File: config.mk
export PLATFORM = sky130hd
export DESIGN_NAME = ecc_err_tracker
export DESIGN_NICKNAME = d
export VERILOG_FILES = /design/src/rtl/ecc_trk_pkg.sv /design/src/rtl/ecc_trk_classify.sv /design/src/rtl/ecc_trk_flags.sv /design/src/rtl/ecc_trk_profile.sv /design/src/rtl/ecc_err_tracker.sv
export SDC_FILE = /design/constraint.sdc
export NUM_CORES = 1
export LEC_CHECK = 0
export ABC_AREA = 1
export ABC_CLOCK_PERIOD_IN_PS = 4100
export BUFFER_PORTS_ARGS = -buffer_cell sky130_fd_sc_hd__buf_2
export CORE_ASPECT_RATIO = 1.25
export CORE_MARGIN = 10
export CORE_UTILIZATION = 51
export CTS_BUF_LIST = sky130_fd_sc_hd__clkbuf_8
export CTS_CLUSTER_DIAMETER = 150
export DETAILED_ROUTE_END_ITERATION = 10
export GPL_ROUTABILITY_DRIVEN = 0
export PLACE_DENSITY = 0.82
export SLEW_MARGIN = 20
export SYNTH_ARGS = -nofsm -noshare
export SYNTH_HDL_FRONTEND = slang
export SYNTH_SLANG_ARGS = --single-unit
File: constraint.sdc
create_clock -name clk -period 4.1 [get_ports clk]
set_input_delay 0 -clock clk [delete_from_list [all_inputs] [get_ports clk]]
set_output_delay 0 -clock clk [all_outputs]
set_load 0.1 [all_outputs]
File: src/rtl/ecc_trk_pkg.sv
package ecc_trk_pkg;
  localparam logic [1:0] A_CTRL = 2'd0;
  localparam logic [1:0] A_THR  = 2'd1;
  localparam logic [1:0] A_CLR  = 2'd2;
  localparam logic [1:0] A_CNT  = 2'd3;

  localparam int F_ONE  = 0;
  localparam int F_ZERO = 1;
  localparam int F_P2   = 2;
  localparam int NFLAG  = 3;

  typedef struct packed {
    logic p1;
    logic p2_one;
    logic p2_zero;
  } qual_t;
endpackage

File: src/rtl/ecc_trk_classify.sv
module ecc_trk_classify
  import ecc_trk_pkg::*;
(
  input  logic  en_one,
  input  logic  en_zero,
  input  logic  p1_vld,
  input  logic  p2_vld,
  input  logic  p2_exp,
  output qual_t q
);
  always_comb begin
    q.p2_one  = p2_vld &&  p2_exp && en_one;
    q.p2_zero = p2_vld && !p2_exp && en_zero;
    q.p1      = p1_vld && (en_one || en_zero);
  end
endmodule

File: src/rtl/ecc_trk_flags.sv
module ecc_trk_flags #(
  parameter int N = 3
) (
  input  logic         clk,
  input  logic         rst_n,
  input  logic [N-1:0] set,
  input  logic [N-1:0] clr,
  output logic [N-1:0] flg
);
  for (genvar i = 0; i < N; i++) begin : g_bit
    logic d;
    logic q;
    always_comb d = set[i] || (q && !clr[i]);
    always_ff @(posedge clk or negedge rst_n) begin
      if (!rst_n) q <= 1'b0;
      else        q <= d;
    end
    assign flg[i] = q;
  end
endmodule

File: src/rtl/ecc_trk_profile.sv
module ecc_trk_profile #(
  parameter int CW = 8
) (
  input  logic          clk,
  input  logic          rst_n,
  input  logic          en,
  input  logic [1:0]    inc,
  input  logic [CW-1:0] thr,
  input  logic          ld,
  input  logic [CW-1:0] ld_val,
  input  logic          clr_flag,
  output logic [CW-1:0] cnt,
  output logic          flag
);
  logic [CW:0]   sum;
  logic [CW-1:0] sat;
  logic [CW-1:0] cnt_d;
  logic [CW-1:0] cnt_q;
  logic          flag_d;
  logic          flag_q;

  always_comb begin
    sum = {1'b0, cnt_q} + (CW+1)'(inc);
    sat = sum[CW] ? {CW{1'b1}} : sum[CW-1:0];
    if (!en)     cnt_d = '0;
    else if (ld) cnt_d = ld_val;
    else         cnt_d = sat;
    flag_d = en && ((flag_q && !clr_flag) || ((inc != 2'd0) && (sat >= thr)));
  end

  always_ff @(posedge clk or negedge rst_n) begin
    if (!rst_n) begin
      cnt_q  <= '0;
      flag_q <= 1'b0;
    end else begin
      cnt_q  <= cnt_d;
      flag_q <= flag_d;
    end
  end

  assign cnt  = cnt_q;
  assign flag = flag_q;
endmodule

File: src/rtl/ecc_err_tracker.sv
module ecc_err_tracker
  import ecc_trk_pkg::*;
#(
  parameter int AW = 16,
  parameter int PW = 7,
  parameter int CW = 8
) (
  input  logic          clk,
  input  logic          rst_n,
  input  logic          p1_err_vld,
  input  logic [AW-1:0] p1_err_addr,
  input  logic          p2_err_vld,
  input  logic [AW-1:0] p2_err_addr,
  input  logic [PW-1:0] p2_err_pos,
  input  logic          p2_exp_bit,
  input  logic          reg_we,
  input  logic [1:0]    reg_addr,
  input  logic [CW-1:0] reg_wdata,
  output logic          flg_one,
  output logic          flg_zero,
  output logic          flg_p2,
  output logic          flg_prof,
  output logic [AW-1:0] cap_addr,
  output logic [PW-1:0] cap_pos,
  output logic          err_event,
  output logic [CW-1:0] prof_count
);
  qual_t            q;
  logic [2:0]       ctl_d, ctl_q;
  logic [CW-1:0]    thr_d, thr_q;
  logic [AW-1:0]    addr_d, addr_q;
  logic [PW-1:0]    pos_d, pos_q;
  logic             ev_d, ev_q;
  logic [NFLAG-1:0] fset, fclr, fout;
  logic             wr_clr, wr_cnt, p2q;
  logic [1:0]       inc;

  ecc_trk_classify u_cls (
    .en_one (ctl_q[0]),
    .en_zero(ctl_q[1]),
    .p1_vld (p1_err_vld),
    .p2_vld (p2_err_vld),
    .p2_exp (p2_exp_bit),
    .q      (q)
  );

  always_comb begin
    ctl_d  = ctl_q;
    thr_d  = thr_q;
    wr_clr = reg_we && (reg_addr == A_CLR);
    wr_cnt = reg_we && (reg_addr == A_CNT);
    if (reg_we && reg_addr == A_CTRL) ctl_d = reg_wdata[2:0];
    if (reg_we && reg_addr == A_THR)  thr_d = reg_wdata;
    p2q    = q.p2_one || q.p2_zero;
    fset[F_ONE]  = q.p2_one;
    fset[F_ZERO] = q.p2_zero || q.p1;
    fset[F_P2]   = p2q;
    fclr   = wr_clr ? reg_wdata[NFLAG-1:0] : '0;
    addr_d = addr_q;
    pos_d  = pos_q;
    if (p2q) begin
      addr_d = p2_err_addr;
      pos_d  = p2_err_pos;
    end else if (q.p1) begin
      addr_d = p1_err_addr;
    end
    inc  = {1'b0, q.p1} + {1'b0, p2q};
    ev_d = q.p1 || p2q;
  end

  always_ff @(posedge clk or negedge rst_n) begin
    if (!rst_n) begin
      ctl_q  <= '0;
      thr_q  <= '0;
      addr_q <= '0;
      pos_q  <= '0;
      ev_q   <= 1'b0;
    end else begin
      ctl_q  <= ctl_d;
      thr_q  <= thr_d;
      addr_q <= addr_d;
      pos_q  <= pos_d;
      ev_q   <= ev_d;
    end
  end

  ecc_trk_flags #(.N(NFLAG)) u_flg (
    .clk  (clk),
    .rst_n(rst_n),
    .set  (fset),
    .clr  (fclr),
    .flg  (fout)
  );

  ecc_trk_profile #(.CW(CW)) u_prof (
    .clk     (clk),
    .rst_n   (rst_n),
    .en      (ctl_q[2]),
    .inc     (inc),
    .thr     (thr_q),
    .ld      (wr_cnt),
    .ld_val  (reg_wdata),
    .clr_flag(wr_clr && reg_wdata[NFLAG]),
    .cnt     (prof_count),
    .flag    (flg_prof)
  );

  assign flg_one   = fout[F_ONE];
  assign flg_zero  = fout[F_ZERO];
  assign flg_p2    = fout[F_P2];
  assign cap_addr  = addr_q;
  assign cap_pos   = pos_q;
  assign err_event = ev_q;
endmodule

==> flow_metrics.env, run 1 <==
export IMPL_die_w_um=83.2
export IMPL_timing_hold_ws_ps=4.77
export IMPL_cp_end_kind="flip-flop"
export IMPL_grt_usage=0.191
export IMPL_cts_buffer_depth=2
export IMPL_drt_total_wl_um=7850
export IMPL_num_io_pins=91
export IMPL_std_cell_rows=28
export IMPL_viasPerCell=5.10
export IMPL_wl_per_cell_um=16.0
export IMPL_p_leak_nw=1.90
export IMPL_cts_resized=0
export IMPL_htreeDepth=2
export IMPL_route_vias_total=2509
export IMPL_initial_core_util=0.531
export IMPL_synth_nets=369
export IMPL_path_class="reg2reg"
export IMPL_cp_top_family="adder cells"
export IMPL_finalMaxSlewViolations=0
export IMPL_syn_avg_cell_area_um2=8.46
export IMPL_critPathMaxFanout=8
export IMPL_antenna_found_initial=0
export IMPL_relSlewSlack=0.391
export IMPL_dpl_hpwl_um=4980
export IMPL_syn2layout_area_growth_pct=37.9
export IMPL_drc=0
export IMPL_grt_pass1_vias=2735
export IMPL_synth_area_leaders="dfrtp_1 (46%), nand2_1 (11%), ha_1 (5.9%)"
export IMPL_synth_edff_count=0
export IMPL_cts_root_buf="clkbuf_8"
export IMPL_antennaDiodeCount=0
export IMPL_synth_most_common_cell="nand2_1"
export IMPL_setup_violations_final=0
export IMPL_ant_nets=0
export IMPL_ys_flop_type="dfrtp_1"
export IMPL_ys_warn_count=0
export IMPL_vdd_drop_max_uv=655
export IMPL_clk_latency_ps=290
export IMPL_max_stage_delay_ps=440
export IMPL_outcome="finished, final reports clean"
export IMPL_grt_start_max_net_pins=48
export IMPL_crit_chain="o21ai_0 > inv_1 > ha_1 > ha_1 > inv_1 > fa_1 > nor2_4 > nand4_4 > nand2_1 > inv_1 > ha_1 > nand2_1 > nor2_1 > nor2_1 > nand2_1 > nand2_1 > nand2_1 > nand2_1 > a21oi_1"
export IMPL_async_flop_share=1.00
export IMPL_fmax_ghz=0.310
export IMPL_drive_gt1_frac=0.289
export IMPL_synth_cell_types=36
export IMPL_fin_setup_tns_ps=0
export IMPL_drt_iter0_markers=141
export IMPL_synthTopCellsByCount="nand2_1 (78), dfrtp_1 (47), inv_1 (39)"
export IMPL_hp_class="in2reg"
export IMPL_worstMarginPinSlew_ps=907
export IMPL_max_cap_violations=0
export IMPL_skew_ps=9.87
export IMPL_ys_seq_area_frac=0.462
export IMPL_setup_worst_path_start_class="flip-flop"
export IMPL_hold_viol=0
export IMPL_yosys_area_top_type="dfrtp_1"
export IMPL_grt_overflow=0
export IMPL_synth_top_area_frac=0.462
export IMPL_grt_pass1_wl_um=13300
export IMPL_rsz0062_at_grt="no"
export IMPL_cts_buffers_inserted=5
export IMPL_drt_first_pass_iters=5
export IMPL_io_buffer_count=90
export IMPL_crit_top_cell="nand2_1"
export IMPL_required_ps=4270
export IMPL_dieArea_um2=8240
export IMPL_clock_sinks=47
export IMPL_syn_inst=301
export IMPL_finalCritPeriodShare=0.788
export IMPL_cts_clk_slew_worst_paths_ps=90
export IMPL_finalNetCount=500
export IMPL_worst_path_max_delay_cell="fa_1"
export IMPL_core_um2=4800
export IMPL_powerDensity_nw_per_um2=589
export IMPL_yosys_register_bits=47
export IMPL_period_needed_ps=3230
export IMPL_crit_buf_inv=3
export IMPL_worstPathArrival_ps=3400
export IMPL_synth_area_um2=2550
export IMPL_cts_tree="built"
export IMPL_die_y_um=99
-- worst paths after layout --
| check | startpoint | end | slack [ps] | cells after the start |
|---|---|---|---|---|
| min | reg_wdata[3] | thr_q[3] | 5 | 3 |
| min in group asynchronous | rst_n | u_prof.cnt[2] | 240 | 2 |
| max in group asynchronous | rst_n | u_prof.flag | 3430 | 2 |
| max | ctl_q[1] | u_prof.flag | 870 | 19 |
| max reg2reg | ctl_q[1] | u_prof.flag | 870 | 19 |
| min reg2reg | cap_pos[3] | cap_pos[3] | 470 | 2 |
-- per-stage QoR --
step / cells / utilization / total power, mW / area (µm²) / setup WS, ps
2_1_floorplan: 301 / - / 1.49 / 2550 / 1140
3_3_place_gp: 442 / 0.623 / 1.67 / 2990 / 1020
3_5_place_dp: 442 / 0.623 / 1.68 / 2990 / 907
4_1_cts: 492 / 0.731 / 2.06 / 3510 / 855
5_1_grt: 492 / 0.731 / 2.17 / 3510 / 602
6_report: 492 / 0.731 / 2.07 / 3510 / 871
-- state kept, by name, summed over array words and instances (netlist names) --
name and cells:
cap_pos 7, u_prof.flag 1, cap_addr 16, u_flg.g_bit.q 3, u_prof.cnt 8, thr_q 8
ctl_q 3, err_event 1
-- cell usage in the layout (no fill, tap or decap), drive strengths merged --
master,synthesis,final
nand2,92,92
nand4,2,2
a21oi,12,12
buf,6,90
nand3,9,9
ha,12,12
clkbuf,3,6
clkinv,1,2
o21ai,24,24
dlygate4sd3,0,43
nor3,2,2
a31oi,16,16
fa,1,1
xor2,1,1
dfrtp,47,47
inv,41,41
or2,1,1
nor2,28,28
nand3b,2,2
o21a,1,1
-- metal layers --
| metal | wire length, µm | vias to the layer above | track usage |
|---|---|---|---|
| li1 | - | 1217 | - |
| met1 | 3130 | 1148 | 0.218 |
| met2 | 3860 | 130 | 0.319 |
| met3 | 758 | 14 | 0.0750 |
| met4 | 109 | 0 | 0.0630 |
| met5 | 0 | - | 0 |
-- worst reg2reg max path, stage by stage, from the launching register on --
cell     delay, ps
dfrtp_1        420
o21ai_0        320
inv_1          100
ha_1           310
ha_1           160
inv_1           50
fa_1           440
nor2_4         200
nand4_4        180
nand2_1        130
inv_1           50
ha_1           290
nand2_1         60
nor2_1          30
nor2_1          80
nand2_1         50
nand2_1         50
nand2_1         40
nand2_1         50
a21oi_1         80
-- area by class of cell --
cell class	instances	area, µm²
clock buffers	6	82.6
well taps	60	75.1
fillers	333	1290
clock inverters	1	5.00
inverters	42	160
repair buffers	133	883
multi-input cells	203	1130
flip-flops and latches	47	1180
-- cells by family after synthesis --
family                     Yosys count  share of synthesized area
buffers and inverters               51                     0.0948
adders and majority gates           13                     0.0668
and+or+nand+nor                    136                      0.252
DFF                                 47                      0.462
xor gates and xnor gates             1                    0.00344
AOI/OAI and AO/OA                   53                      0.121
-- report_power, final --
part	internal [mW]	switching [mW]
clock	0.133	0.147
combinational	0.252	0.905
sequential	0.567	0.0644
-- repair_timing --
item / in CTS / in global routing
buffers inserted: 0 / 0
hold buffers: 43 / 0
hold endpoints to repair: 73 / 0
Note: power is estimated with default switching activity, not from simulation.
==> inputs of run 2 (changes only) <==
- ABC_CLOCK_PERIOD_IN_PS: 4100 -> 3300
- clock period: 4.1 -> 3.3 ns (I/O delays scaled with it)
==> flow_metrics.env, run 2 (synthesis results as in run 1) <==
export IMPL_outcome="finished, final reports clean"
export IMPL_setup_ws_ps=292
export IMPL_r2r_slack_ps=290
export IMPL_std_cell_rows=28
export IMPL_drt_first_pass_iters=5
export IMPL_ant_nets=0
export IMPL_postLayoutCellArea_um2=3580
export IMPL_grt_pass1_vias=2718
export IMPL_layout_commonest_cell="buf_2"
export IMPL_grt_pass1_wl_um=13200
export IMPL_cp_end_kind="flip-flop"
export IMPL_path_class="reg2reg"
export IMPL_cts_buffer_depth=2
export IMPL_die_y_um=99
export IMPL_final_cell_mix="buf_2 (89), nand2_1 (78), dfrtp_1 (47), dlygate4sd3_1 (47), inv_1 (40)"
export IMPL_rr_worst_depth=9
export IMPL_core_um2=4800
export IMPL_period_needed_ps=3010
export IMPL_dp_cells=443
export IMPL_fill_cells=323
export IMPL_cts_root_buf="clkbuf_8"
export IMPL_fin_cells=498
export IMPL_regArea_um2=1180
export IMPL_worstMarginPinSlew_ps=584
export IMPL_htreeDepth=2
export IMPL_wl_per_cell_um=16.0
export IMPL_worstReg2RegStart="ctl_q[0]"
export IMPL_hp_class="in2reg"
export IMPL_cts_buffers_inserted=5
export IMPL_utilization=0.746
export IMPL_io_buffer_count=90
export IMPL_initial_core_util=0.531
export IMPL_cts_tree="built"
export IMPL_max_cap_violations=0
export IMPL_critPathMaxFanout=34
export IMPL_die_w_um=83.2
export IMPL_required_ps=3480
export IMPL_dpl_hpwl_um=5000
export IMPL_vdd_drop_max_uv=564
export IMPL_setup_violations_final=0
export IMPL_powerDensity_nw_per_um2=728
export IMPL_worstSetupStartpoint="ctl_q[0]"
export IMPL_antenna_found_initial=0
export IMPL_worstPathArrival_ps=3190
export IMPL_rsz0062_at_grt="no"
export IMPL_multi_input_area_um2=1130
export IMPL_finalCritPeriodShare=0.912
export IMPL_drt_iter0_markers=149
export IMPL_relSlewSlack=0.611
export IMPL_dp_slack_ps=169
export IMPL_fmax_ghz=0.332
export IMPL_finalPower_mw=2.60
export IMPL_grt_usage=0.193
export IMPL_finalMaxSlewViolations=0
export IMPL_timing_hold_ws_ps=34.2
export IMPL_syn2layout_area_growth_pct=40.5
export IMPL_drt_total_wl_um=7980
export IMPL_skew_ps=4.26
export IMPL_p_leak_nw=1.93
export IMPL_hold_viol=0
export IMPL_finalNetCount=505
export IMPL_postPlaceCellArea_um2=3000
export IMPL_dieArea_um2=8240
export IMPL_num_io_pins=91
export IMPL_drc=0
export IMPL_antennaDiodeCount=0
export IMPL_largest_register_ffs=16
export IMPL_cts_clk_slew_worst_paths_ps=90
export IMPL_route_vias_total=2525
export IMPL_cp_endpoint="cap_addr[12]"
export IMPL_clock_sinks=47
export IMPL_clk_latency_ps=290
export IMPL_viasPerCell=5.07
export IMPL_setup_worst_path_start_class="flip-flop"
export IMPL_cts_setup_buffers=0
export IMPL_fin_setup_tns_ps=0
export IMPL_r2r_end="cap_addr[12]"
export IMPL_grt_overflow=0
export IMPL_grt_start_max_net_pins=48
export IMPL_drive_gt1_frac=0.292
run 2: how the worst min path moves through the flow:
stage                  start               end  slack, ps  cells after the start
2_1_floorplan          rst_n       cap_addr[0]       -300                      0
3_3_place_gp   p2_err_pos[5]        cap_pos[5]        200                      3
3_5_place_dp   p2_err_pos[2]        cap_pos[2]        210                      3
4_1_cts           p2_exp_bit  u_flg.g_bit[0].q          2                      3
5_1_grt           p2_err_vld  u_flg.g_bit[0].q         20                      3
6_report          p2_err_vld  u_flg.g_bit[0].q         30                      3
run 2: cell type report:
class | instances | area share
flip-flops and latches | 47 | 0.329
multi-input cells | 203 | 0.316
repair buffers | 138 | 0.260
inverters | 42 | 0.0458
clock buffers | 7 | 0.0269
well taps | 60 | 0.0210
clock inverters | 1 | 0.00105
run 2: what timing repair did:
action / in CTS / in global routing
hold endpoints to repair: 75 / 2
endpoints found under the setup margin: 0 / 14
hold buffers: 45 / 2
resized for setup: 0 / 3
run 2: power breakdown:
part	internal [mW]	switching (mW)	total, mW
registers	0.704	0.0798	0.784
clock network	0.188	0.186	0.374
logic	0.317	1.13	1.45
run 2: critical path, stage by stage, from the launching register on:
cell and delay [ps]:
dfrtp_1 420, nand3_2 110, nand2_4 60, buf_4 240, inv_4 260, ha_1 250
clkinvlp_4 480, nor2_1 360, a31oi_1 90, dlygate4sd3_1 590
run 2: metal layers:
metal | wire, µm | up-vias | track usage
li1 | - | 1230 | -
met1 | 3030 | 1159 | 0.203
met2 | 3890 | 120 | 0.327
met3 | 904 | 16 | 0.0947
met4 | 155 | 0 | 0.0696
met5 | 0 | - | 0
